$ cat src/rtl/thermil_pkg.sv
package thermil_pkg;
    typedef enum logic [1:0] {
        ST_IDLE  = 2'd0,
        ST_ARMED = 2'd1,
        ST_XMIT  = 2'd2
    } rpt_state_e;
endpackage

$ cat src/rtl/thermil_frame_mon.sv
module thermil_frame_mon #(
    parameter int FRAME_EDGES = 8
) (
    input  logic clk,
    input  logic rst_n,
    input  logic cs_n,
    input  logic sclk_pulse,
    input  logic rd_cmd,
    output logic frame_start,
    output logic frame_end_ok,
    output logic frame_end_bad,
    output logic frame_is_rd
);
    localparam int CW = $clog2(FRAME_EDGES + 2);
    localparam logic [CW-1:0] CNT_SAT = CW'(FRAME_EDGES + 1);
    localparam logic [CW-1:0] CNT_OK  = CW'(FRAME_EDGES);

    logic          cs_q;
    logic [CW-1:0] edge_cnt;
    logic          rd_seen;
    logic          frame_end;

    assign frame_start   = cs_q & ~cs_n;
    assign frame_end     = ~cs_q & cs_n;
    assign frame_end_ok  = frame_end && (edge_cnt == CNT_OK);
    assign frame_end_bad = frame_end && (edge_cnt != CNT_OK);
    assign frame_is_rd   = rd_seen;

    always_ff @(posedge clk or negedge rst_n) begin
        if (!rst_n) begin
            cs_q     <= 1'b1;
            edge_cnt <= '0;
            rd_seen  <= 1'b0;
        end else begin
            cs_q <= cs_n;
            if (frame_start) begin
                edge_cnt <= sclk_pulse ? CW'(1) : '0;
                rd_seen  <= rd_cmd;
            end else if (!cs_n) begin
                if (sclk_pulse && edge_cnt != CNT_SAT)
                    edge_cnt <= edge_cnt + 1'b1;
                if (rd_cmd)
                    rd_seen <= 1'b1;
            end
        end
    end
endmodule

$ cat src/rtl/thermil_flag_bank.sv
module thermil_flag_bank #(
    parameter int NCH = 4
) (
    input  logic           clk,
    input  logic           rst_n,
    input  logic [NCH-1:0] raw,
    input  logic           cs_n,
    input  logic           frame_start,
    input  logic           clr_en,
    input  logic [NCH-1:0] clr_mask,
    output logic [NCH-1:0] flags,
    output logic [NCH-1:0] seen,
    output logic [NCH-1:0] flags_nxt
);
    // Events inside the current frame survive a clear at its end.
    always_comb begin
        if (clr_en)
            flags_nxt = (flags & ~clr_mask) | seen | raw;
        else
            flags_nxt = flags | raw;
    end

    always_ff @(posedge clk or negedge rst_n) begin
        if (!rst_n) begin
            flags <= '0;
            seen  <= '0;
        end else begin
            flags <= flags_nxt;
            if (frame_start)
                seen <= raw;
            else if (!cs_n)
                seen <= seen | raw;
        end
    end
endmodule

$ cat src/rtl/thermil_fire_gate.sv
module thermil_fire_gate #(
    parameter int NCH = 4
) (
    input  logic [NCH-1:0] fire_req,
    input  logic [NCH-1:0] flags,
    output logic [NCH-1:0] fire_en
);
    for (genvar ch = 0; ch < NCH; ch++) begin : g_ch
        assign fire_en[ch] = fire_req[ch] & ~flags[ch];
    end
endmodule

$ cat src/rtl/thermal_interlock.sv
module thermal_interlock
    import thermil_pkg::*;
#(
    parameter int NCH         = 4,
    parameter int FRAME_EDGES = 8
) (
    input  logic           clk,
    input  logic           rst_n,
    input  logic [NCH-1:0] therm_raw,
    input  logic           cs_n,
    input  logic           sclk_pulse,
    input  logic           rd_cmd,
    input  logic [NCH-1:0] fire_req,
    output logic [NCH-1:0] therm_stat,
    output logic [NCH-1:0] fire_en
);
    rpt_state_e     state, state_nxt;
    logic           frame_start, end_ok, end_bad, is_rd;
    logic           clr_en;
    logic [NCH-1:0] sticky, seen, sticky_nxt, snap;

    thermil_frame_mon #(.FRAME_EDGES(FRAME_EDGES)) u_mon (
        .clk(clk), .rst_n(rst_n), .cs_n(cs_n), .sclk_pulse(sclk_pulse),
        .rd_cmd(rd_cmd), .frame_start(frame_start),
        .frame_end_ok(end_ok), .frame_end_bad(end_bad), .frame_is_rd(is_rd)
    );

    assign clr_en = (state == ST_XMIT) && end_ok;

    thermil_flag_bank #(.NCH(NCH)) u_flags (
        .clk(clk), .rst_n(rst_n), .raw(therm_raw), .cs_n(cs_n),
        .frame_start(frame_start), .clr_en(clr_en), .clr_mask(snap),
        .flags(sticky), .seen(seen), .flags_nxt(sticky_nxt)
    );

    thermil_fire_gate #(.NCH(NCH)) u_gate (
        .fire_req(fire_req), .flags(sticky), .fire_en(fire_en)
    );

    // State register
    always_ff @(posedge clk or negedge rst_n) begin
        if (!rst_n) state <= ST_IDLE;
        else        state <= state_nxt;
    end

    // Next-state logic
    always_comb begin
        state_nxt = state;
        unique case (state)
            ST_IDLE:  if (end_ok && is_rd) state_nxt = ST_ARMED;   // IDLE_TO_ARMED
            ST_ARMED: if (frame_start)     state_nxt = ST_XMIT;    // ARMED_TO_XMIT
            ST_XMIT: begin
                if (end_ok)  state_nxt = is_rd ? ST_ARMED : ST_IDLE; // RESNAP / TO_IDLE
                if (end_bad) state_nxt = ST_ARMED;                   // RETRY
            end
            default: state_nxt = ST_IDLE;
        endcase
    end

    // Output register: readout snapshot
    always_ff @(posedge clk or negedge rst_n) begin
        if (!rst_n)
            snap <= '0;
        else if (end_ok && is_rd && state != ST_ARMED)
            snap <= sticky_nxt;
    end

    assign therm_stat = snap;
endmodule


$ cat config.mk
export PLATFORM = sky130hd
export DESIGN_NAME = thermal_interlock
export DESIGN_NICKNAME = d
export VERILOG_FILES = /design/src/rtl/thermil_pkg.sv /design/src/rtl/thermil_frame_mon.sv /design/src/rtl/thermil_flag_bank.sv /design/src/rtl/thermil_fire_gate.sv /design/src/rtl/thermal_interlock.sv
export SDC_FILE = /design/constraint.sdc
export NUM_CORES = 1
export LEC_CHECK = 0
export BUFFER_PORTS_ARGS = -buffer_cell sky130_fd_sc_hd__buf_2
export CAP_MARGIN = 40
export CORE_UTILIZATION = 59
export CTS_BUF_LIST = sky130_fd_sc_hd__clkbuf_2
export CTS_CLUSTER_SIZE = 25
export DETAILED_ROUTE_END_ITERATION = 6
export PLACE_DENSITY = 0.85
export SLEW_MARGIN = 20
export SYNTH_ARGS = -nofsm -noshare
export SYNTH_HDL_FRONTEND = slang
export SYNTH_HIERARCHICAL = 1
export SYNTH_SLANG_ARGS = --single-unit
$ cat constraint.sdc
create_clock -name clk -period 3.5 [get_ports clk]
set_input_delay 0.7 -clock clk [delete_from_list [all_inputs] [get_ports clk]]
set_output_delay 0.7 -clock clk [all_outputs]
set_load 0.01 [all_outputs]
After elaboration in Yosys (flattened, before gate mapping) --
Cells that the tools add are included. W data, S select, Z words.
Word-level totals: flip-flop bits (word level) 20, input bits 13, logic and storage cells 64
Operators by class: $add $sub $neg 1, eq/ne operators 10, multiplexer cells 16, bitwise gates (word level) 18, reduce and logical (&&, ||, !) cells 12
Operators by type and width (number):
- $mux W4 | 6
- $or A4 B4 Y4 | 4
- $mux W2 | 4
- $ne A4 B4 Y1 const B | 2
- $and A1 B1 Y1 | 6
- $logic_and A1 B1 Y1 | 6
- $not A1 Y1 | 6
- $pmux W2 S3 | 1
- $mux W1 | 5
- $add A4 B1 Y4 const B | 1
- $and A4 B4 Y4 | 1
- $eq A4 B4 Y1 const B | 1
- $ne A2 B1 Y1 const B | 2
- $ne A2 B2 Y1 const B | 2
- $not A4 Y4 | 1
- $reduce_and A2 Y1 | 2
- $reduce_bool A2 Y1 | 2
- $ne A3 B3 Y1 const B | 1
- $reduce_and A3 Y1 | 1
- $eq A2 B1 Y1 const B | 1
- $eq A2 B2 Y1 const B | 1
- $logic_not A2 Y1 | 1

Logic depth before layout (Yosys ltp) --
Gate-level depths: netlist of run 1.
depth in word-level cells 6, gate-level depth with buffers 10, depth with buffers taken out 9

Hierarchy --
The synthesis of run 1 kept the hierarchy.
By module, submodules not included:
- thermil_frame_mon | times used 1, cells each 41, area each 392.9 um2
- thermil_flag_bank | times used 1, cells each 23, area each 314.1 um2
- thermal_interlock | times used 1, cells each 22, area each 284.0 um2
- thermil_fire_gate | times used 1, cells each 4, area each 55.1 um2

Worst setup path after synthesis of run 1 --
OpenSTA, ideal clock, no wires.
kind input port to flip-flop, start input port cs_n, end register snap[0] (netlist: therm_stat[0]), setup time 125 ps, arrival 2029 ps, data required time 3375 ps, path slack 1346 ps, cell stages on the path 9, path through buf_4 nand2b_1 nor2_1 nand2_1 nor2_1 buf_6 nand2_2 a221o_1 mux2_4
On the way: word-level cells in the longest chain between the ends 4, elaborated cells on any way between the ends 6, classes of those cells mux (1); bitwise (1); reduce/logical (4)
RTL lines:
- start: declaration | RTL line thermal_interlock.sv:10 | input logic cs_n,
- $and A1 B1 Y1 | RTL line thermil_frame_mon.sv:24 | assign frame_end = ~cs_q & cs_n;
- $logic_and A1 B1 Y1 | RTL line thermil_frame_mon.sv:25 | assign frame_end_ok = frame_end && (edge_cnt == CNT_OK);
- net end_ok | RTL line thermal_interlock.sv:18 | logic frame_start, end_ok, end_bad, is_rd;
- $logic_and A1 B1 Y1 | RTL line thermal_interlock.sv:28 | assign clr_en = (state == ST_XMIT) && end_ok;
- net clr_en | RTL line thermal_interlock.sv:19 | logic clr_en;
- $mux W4 | RTL line thermil_flag_bank.sv:17 | if (clr_en)
- net sticky_nxt[0] | RTL line thermal_interlock.sv:20 | logic [NCH-1:0] sticky, seen, sticky_nxt, snap;
- end signal: assignment | RTL line thermal_interlock.sv:65 | snap <= sticky_nxt;
- end: declaration | RTL line thermal_interlock.sv:20
The timed path passes the listed nets, and every way through them passes these cells. A chain may end at the register's enable or synchronous reset.

Worst setup path after layout of run 1 --
start register u_mon.edge_cnt[0], end register snap[1] (netlist: therm_stat[1])
On the way: word-level cells in the longest chain between the ends 4, elaborated cells on any way between the ends 6, classes of those cells eq/ne (1); mux (1); reduce/logical (4)
RTL lines:
- start: declaration | RTL line thermil_frame_mon.sv:19 | logic [CW-1:0] edge_cnt;
- start signal: assignment | RTL line thermil_frame_mon.sv:37 | edge_cnt <= sclk_pulse ? CW'(1) : '0;
- start signal: assignment | RTL line thermil_frame_mon.sv:41 | edge_cnt <= edge_cnt + 1'b1;
- $eq A4 B4 Y1 | RTL line thermil_frame_mon.sv:25
- $logic_and A1 B1 Y1 | RTL line thermil_frame_mon.sv:25
- net end_ok | RTL line thermal_interlock.sv:18
- $logic_and A1 B1 Y1 | RTL line thermal_interlock.sv:28
- net clr_en | RTL line thermal_interlock.sv:19
- $mux W4 | RTL line thermil_flag_bank.sv:17
- net sticky_nxt[1] | RTL line thermal_interlock.sv:20
The timed path passes the listed nets, and every way through them passes these cells.

==> out/results.txt, run 1 <==
Status: finished clean
Cts bufs inserted: 3
R2R Path End: therm_stat[1]
First-pass GRT wire length: 3298 um
Critical-path cell list: inv_1, ha_1, nand2_1, nor2_1, nand2_1, nor2_1, nand2_1, a221o_1, mux2_4
Post-Syn Instances: 90
Core Box Area: 1577 sq um
Minimum clock period: 2.397 ns
Post-DP HPWL: 1433 um
Die boundary width: 44.11 um
Post-CTS Setup Bufs: 0
Clk pwr share: 25.5%
CP Capture Type: flip-flop
Syn avg cell area: 11.62 sq um
Cell Rows: 14
Max cap viols: 0
Leak: 0.5758 nW
Area leader, netlist: dfrtp_1
Initial antenna violation count: 0
CTS max path bufs: 2
Yosys cell types: 30
Multi-input logic area: 506.7 sq um
Initial Util: 66.35%
Post-DP Area: 1147 sq um
Root buffer cell: clkbuf_2
Sequential element share of the synthesized area: 47.97%
I/O pins: 21
Post-route setup TNS: 0 ns
Full die area: 1945 sq um
Via count: 750
Largest net degree at the start of global routing: 21
Pins over their slew limit: 0
CTS tree: done
Final WL: 1977 um
Final Net Count: 129
Cts repair resizes: 0
Met3 usage: 4.898%
GRT overflow: 0
Diode count: 0
Fmax: 417.1 MHz
Peak supply drop: 367.0 uV
Die Y-Extent: 44.11 um
Slew at the pin closest to its max-slew limit: 0.5587 ns
Fillers: 112
CP startpoint kind: flip-flop
Required time worst endpoint: 3.73 ns
Main area contributors after synthesis: dfrtp_1 45%, nor2b_4 6.6%, mux2_4 5.7%, nand2_1 3.9%, a221o_1 3.8%
Drt pass-1 iters: 6
Top Usage Layer GRT: met2
RSZ-0062 raised after global routing: no
Clk slew on worst S/H paths: 0.19 ns
Final Power: 664.7 uW
CP most frequent cell: nand2_1
Worst clock skew: 0.006797 ns
Worst R2R Setup Slack: 1.10 ns
Routed length per placed instance: 15.45 um
Share of layout cells above drive strength 1: 33.93%
Gpl congestion: 0.7986
WHS: 0.2880 ns
Synth Cell Area: 1046 sq um
CTS Hold Bufs: 0
CP Class: reg -> reg
Met2 Use GR: 37.35%
GR Layer Usage met1: 32.71%
Fin area: 1192 sq um
Hold WC Path Type: in -> async
Slew headroom: 62.61%
Hold Violations, Final: 0
CP max stage cell: dfrtp_1
Synth Net Count: 106
GRT Resource Usage Total: 24.18%
Commonest non-fill, non-tap cell in the layout: buf_2
Most frequent cells in the layout: 20 x buf_2, 19 x dfrtp_1, 11 x nand2_1
Clk_lat worst skew: 0.31 ns
Switching share of power: 29.52%
Avg Vias per Cell: 5.859
Detailed-route DRC error count: 0
Yosys warns: 6
Max stage delay on crit path: 0.49 ns
R2R cell count: 9
Port Buffer Count: 20
Synthesized flop and latch total: 20
Vias in the first global route: 711
Final count of negative-setup-slack endpoints: 0
Area fraction of the dominant cell type after synthesis: 45.45%
Internal Pwr Total: 468.5 uW
Switching pwr: 196.2 uW
FF+latch area: 501.7 sq um
Clock Sinks: 20
Fin crit share: 68.50%
Sequential power share: 49.7%
Critical Path AT: 2.62 ns
Comb pwr share: 24.8%
Crit path max fanout: 8
Post-route antenna net violation count: 0
Power Dens Cells: 557.4 nW/um^2
Reg-to-Reg Start: u_mon/edge_cnt[0]
CTS H-tree depth: 1
Starting DRT DRC Count: 19
Area grow syn2layout: 13.99%
==> power groups by stage <==
stage | Sequential [mW] | Clock (mW) | Combinational, mW
final | 0.330 | 0.169 | 0.165
after global routing | 0.339 | 0.184 | 0.183
after CTS | 0.331 | 0.175 | 0.167
after detailed placement | 0.335 | 0 | 0.163
after global placement | 0.331 | 0 | 0.157
after floorplan | 0.334 | 0 | 0.103
==> cells in the mapped netlist <==
cell / count
dfrtp_1: 19
nand2_1: 11
inv_1: 5
nor2_1: 5
nor2b_4: 5
a221o_1: 4
a22o_1: 4
mux2_4: 4
o21ai_0: 4
ha_1: 3
nand2b_1: 3
a211o_1: 2
nand2_2: 2
nor2b_1: 2
nor3b_1: 2
a21boi_0: 1
a21oi_1: 1
a221oi_1: 1
a22oi_1: 1
a32oi_1: 1
a41oi_1: 1
and3b_1: 1
buf_4: 1
buf_6: 1
dfstp_2: 1
mux2i_1: 1
nand3b_4: 1
nand4_1: 1
nor2_4: 1
o22ai_1: 1
==> worst max-delay path by stage <==
stage,endpoint,depth (start not counted),start,slack (ns)
2_1_floorplan,therm_stat[0],9,cs_n,1.35
3_3_place_gp,therm_stat[2],8,cs_n,1.01
3_5_place_dp,therm_stat[1],8,cs_n,0.89
4_1_cts,therm_stat[1],9,u_mon/edge_cnt[0],1.11
5_1_grt,therm_stat[2],9,u_mon/edge_cnt[0],0.93
6_report,therm_stat[1],9,u_mon/edge_cnt[0],1.10
==> logic make-up after synthesis <==
| family | count (synthesis) | share of synthesized area (%) |
|---|---|---|
| AO/OA/AOI/OAI | 21 | 15.79 |
| flip-flops | 20 | 47.97 |
| multiplexers | 5 | 6.699 |
| buffers and inverters | 7 | 3.589 |
| AND/OR/NAND/NOR | 34 | 22.37 |
| adder cells (fa/ha/maj) | 3 | 3.589 |
==> routing by layer <==
layer	routed length (um)	part of all wire [%]
met5	0	0
met4	9	0.46
met3	89	4.5
met2	988	50
met1	889	45
==> registers in the layout, indices dropped and copies added (netlist names) <==
register and cells:
u_mon/frame_is_rd 1, u_mon/cs_q 1, u_flags/seen 4, u_mon/edge_cnt 4
state 2, u_flags/flags 4, therm_stat 4
==> metrics by stage <==
step,cells,setup WS (ns),util (%)
3_5_place_dp,124,0.8891,72.78
5_1_grt,128,0.9302,75.63
2_1_floorplan,90,1.346,-
4_1_cts,128,1.111,75.63
3_3_place_gp,124,1.011,72.78
6_report,128,1.103,75.63
==> worst max-delay path, delay by kind of cell, from the launching register on <==
| family | cells | cell delay (ns) |
|---|---|---|
| AO/OA/AOI/OAI | 1 | 0.34 |
| adder cells (fa/ha/maj) | 1 | 0.19 |
| buffers and inverters | 1 | 0.13 |
| flip-flops | 1 | 0.49 |
| multiplexers | 1 | 0.26 |
| AND/OR/NAND/NOR | 5 | 0.91 |
==> area by class of cell <==
| type | count | share of cell area, % |
|---|---|---|
| tap | 16 | 1.679 |
| timing repair buffer | 20 | 8.395 |
| clock inverter | 1 | 2.518 |
| inverter | 5 | 1.574 |
| multi-input combinational | 63 | 42.50 |
| sequential | 20 | 42.08 |
| clock buffer | 3 | 1.259 |
Power figures use the tool's default switching activity.
==> inputs of run 2 (changes only) <==
--- a/config.mk
+++ b/config.mk
@@ -5,13 +5,14 @@
 export SDC_FILE = /design/constraint.sdc
 export NUM_CORES = 1
 export LEC_CHECK = 0
+export ABC_AREA = 1
 export BUFFER_PORTS_ARGS = -buffer_cell sky130_fd_sc_hd__buf_2
 export CAP_MARGIN = 40
-export CORE_UTILIZATION = 59
+export CORE_UTILIZATION = 55
 export CTS_BUF_LIST = sky130_fd_sc_hd__clkbuf_2
 export CTS_CLUSTER_SIZE = 25
 export DETAILED_ROUTE_END_ITERATION = 6
-export PLACE_DENSITY = 0.85
+export PLACE_DENSITY = 0.8
 export SLEW_MARGIN = 20
 export SYNTH_ARGS = -nofsm -noshare
 export SYNTH_HDL_FRONTEND = slang
==> constraint.sdc (replaced) <==
create_clock -name clk -period 2.43 [get_ports clk]
set_input_delay 0.486 -clock clk [delete_from_list [all_inputs] [get_ports clk]]
set_output_delay 0.486 -clock clk [all_outputs]
set_load 0.01 [all_outputs]
==> run 2 against run 1 <==
Count of clock-buffer cells in the layout did not move. Register-to-register slack lost 0.56 ns. Sequential share of layout area increased by 1.3 points. Clock skew shrank 0.0056 ns.
==> out/results.txt, run 2 <==
Synth Cell Area: 1005 sq um
I/O pins: 21
Xor and xnor area share after synthesis: 0%
Adder-Cell Fraction of Synth Area: 3.736%
Yosys warns: 6
Clk slew on worst S/H paths: 0.18 ns
Vias in the first global route: 737
Core Box Area: 1727 sq um
Main flop type after synthesis: dfrtp_1
Largest family of logic cells by synthesized area: simple AND/OR/NAND/NOR gates
Post-Synth Simple-Gate Area: 34.25%
Sequential element share of the synthesized area: 49.94%
Final Util: 67.03%
Avg Vias per Cell: 4.842
Slew headroom: 70.85%
Commonest non-fill, non-tap cell in the layout: nand2_1
Detailed-route DRC error count: 0
Crit path max-delay family: simple AND/OR/NAND/NOR gates
Fmax: 531.0 MHz
Hold Violations, Final: 0
Drt pass-1 iters: 4
Max cap viols: 0
CP Capture Type: flip-flop
Final count of negative-setup-slack endpoints: 0
CTS max path bufs: 2
CTS Hold Bufs: 0
Post-synth EDFFs: 0
Critical-path cell list: inv_1, ha_1, nand3_1, nor3_1, nor3b_1, buf_4, nand2_1, nand2_1, nand2_1, nand3_1, nand2_1
Main area contributors after synthesis: dfrtp_1 47%, nand2_1 17%, inv_1 6.7%, nand3_1 5.0%, ha_1 3.7%
Post-synth ARST share: 100.0%
Max stage delay on crit path: 0.46 ns
Reg-to-Reg Start: u_mon/edge_cnt[0]
Cts bufs inserted: 3
WHS: 0.07900 ns
Port Buffer Count: 20
Fin cells: 177
CP most frequent cell: nand2_1
CTS tree: done
Post-DP HPWL: 1442 um
Minimum clock period: 1.883 ns
Starting DRT DRC Count: 13
Leak: 0.6698 nW
Via count: 857
Worst R2R Setup Slack: 0.55 ns
Post-route antenna net violation count: 0
Area leader, netlist: dfrtp_1
Share of layout cells above drive strength 1: 23.03%
Post-CTS Setup Bufs: 0
Placed cells: 173
Buf/Inv on CP: 2
Clock Sinks: 20
GRT Resource Usage Total: 21.38%
Die boundary width: 44.74 um
Area fraction of the dominant cell type after synthesis: 47.32%
Post-Syn Instances: 128
Most frequent cells in the layout: 46 x nand2_1, 20 x buf_2, 19 x dfrtp_1
Cts repair resizes: 0
Yosys cell types: 19
Diode count: 0
Final WL: 1867 um
Peak supply drop: 398.9 uV
Post-synthesis compound-gate area fraction: 4.857%
Most frequent cell after synthesis: nand2_1
Fin crit share: 77.50%
Synthesized flop and latch total: 20
Crit path max fanout: 8
CP max stage cell: dfrtp_1
Initial antenna violation count: 0
Post-route setup TNS: 0 ns
First-pass GRT wire length: 3084 um
Hold WC Path Type: in -> async
GRT overflow: 0
Initial Util: 58.19%
Final Net Count: 169
Die Y-Extent: 44.74 um
Routed length per placed instance: 10.55 um
Gpl congestion: 0.7828
CTS H-tree depth: 1
Required time worst endpoint: 2.66 ns
CP Class: reg -> reg
Worst Setup SP: u_mon/edge_cnt[0]
Largest net degree at the start of global routing: 21
Power Dens Cells: 586.2 nW/um^2
Worst clock skew: 0.001185 ns
Critical Path AT: 2.11 ns
Pins over their slew limit: 0
Slew at the pin closest to its max-slew limit: 0.4373 ns
Synth top cells by count: 46 x nand2_1, 19 x dfrtp_1, 18 x inv_1, 10 x nand3_1, 6 x nor2_1
Synth Net Count: 144
Cell Rows: 15
Clk_lat worst skew: 0.31 ns
RSZ-0062 raised after global routing: no
Full die area: 2002 sq um
Fillers: 156
Syn avg cell area: 7.849 sq um
Root buffer cell: clkbuf_2
Area grow syn2layout: 15.19%
Multiplexer area fraction after synthesis: 0%
Status: finished clean
CP startpoint kind: flip-flop
run 2: changes by cell type after synthesis, sizes merged, moves of 3 or more:
cell    previous run  this run
mux2               4         0
nor2               6        10
nand2b             3         0
inv                5        18
nand2             13        51
nor2b              7         0
a21oi              1         4
nand3              0        10
a22o               4         1
a221o              4         0
run 2: stage by stage:
step                total power [mW]  instance area [sq um]  setup slack (ns)
detailed placement            0.5522                   1139            0.5815
finish                        0.6784                   1157            0.5468
global route                  0.7257                   1157            0.2937
CTS                           0.6904                   1157            0.5559
floorplan                     0.5007                   1005            0.7506
global placement              0.5452                   1139            0.6243
run 2: final cells by class:
class | count | area [sq um] | area share [%]
flip-flops and latches | 20 | 501.7 | 43.35
multi-input cells | 89 | 430.4 | 37.19
repair buffers | 21 | 107.6 | 9.297
inverters | 18 | 67.56 | 5.838
well taps | 25 | 31.28 | 2.703
clock buffers | 3 | 15.01 | 1.297
clock inverters | 1 | 3.754 | 0.3243
run 2: worst paths after layout:
path	end	cells past startpoint
worst min register to register	u_flags/seen[2]	2
min in group clk	u_mon/cs_q	1
worst max register to register	therm_stat[3]	11
max in group asynchronous	u_mon/cs_q	1
worst min-delay path	therm_stat[0]	1
worst max-delay path	therm_stat[3]	11
run 2: kinds of logic (layout without fill, tap and decap cells):
group	count (synthesis)	after routing
compound gates	9	9
fa+ha+maj	3	3
buf+inv	19	43
flops	20	20
simple gates	77	77
run 2: per-layer routing:
layer	GRT usage (%)	part of all wire (%)	wire length, um
met2	35.88	52	962
met4	10.91	0.54	10
met5	0	0	0
met1	27.34	45	846
met3	2.400	2.5	47
run 2: power by group:
part / switching (mW) / internal (mW) / total [mW] / leakage [nW]
Combinational: 0.0851 / 0.0531 / 0.138 / 0.420
Sequential: 0.0341 / 0.371 / 0.405 / 0.236
Clock: 0.0990 / 0.0358 / 0.135 / 0.0140
Total: 0.218 / 0.460 / 0.678 / 0.670
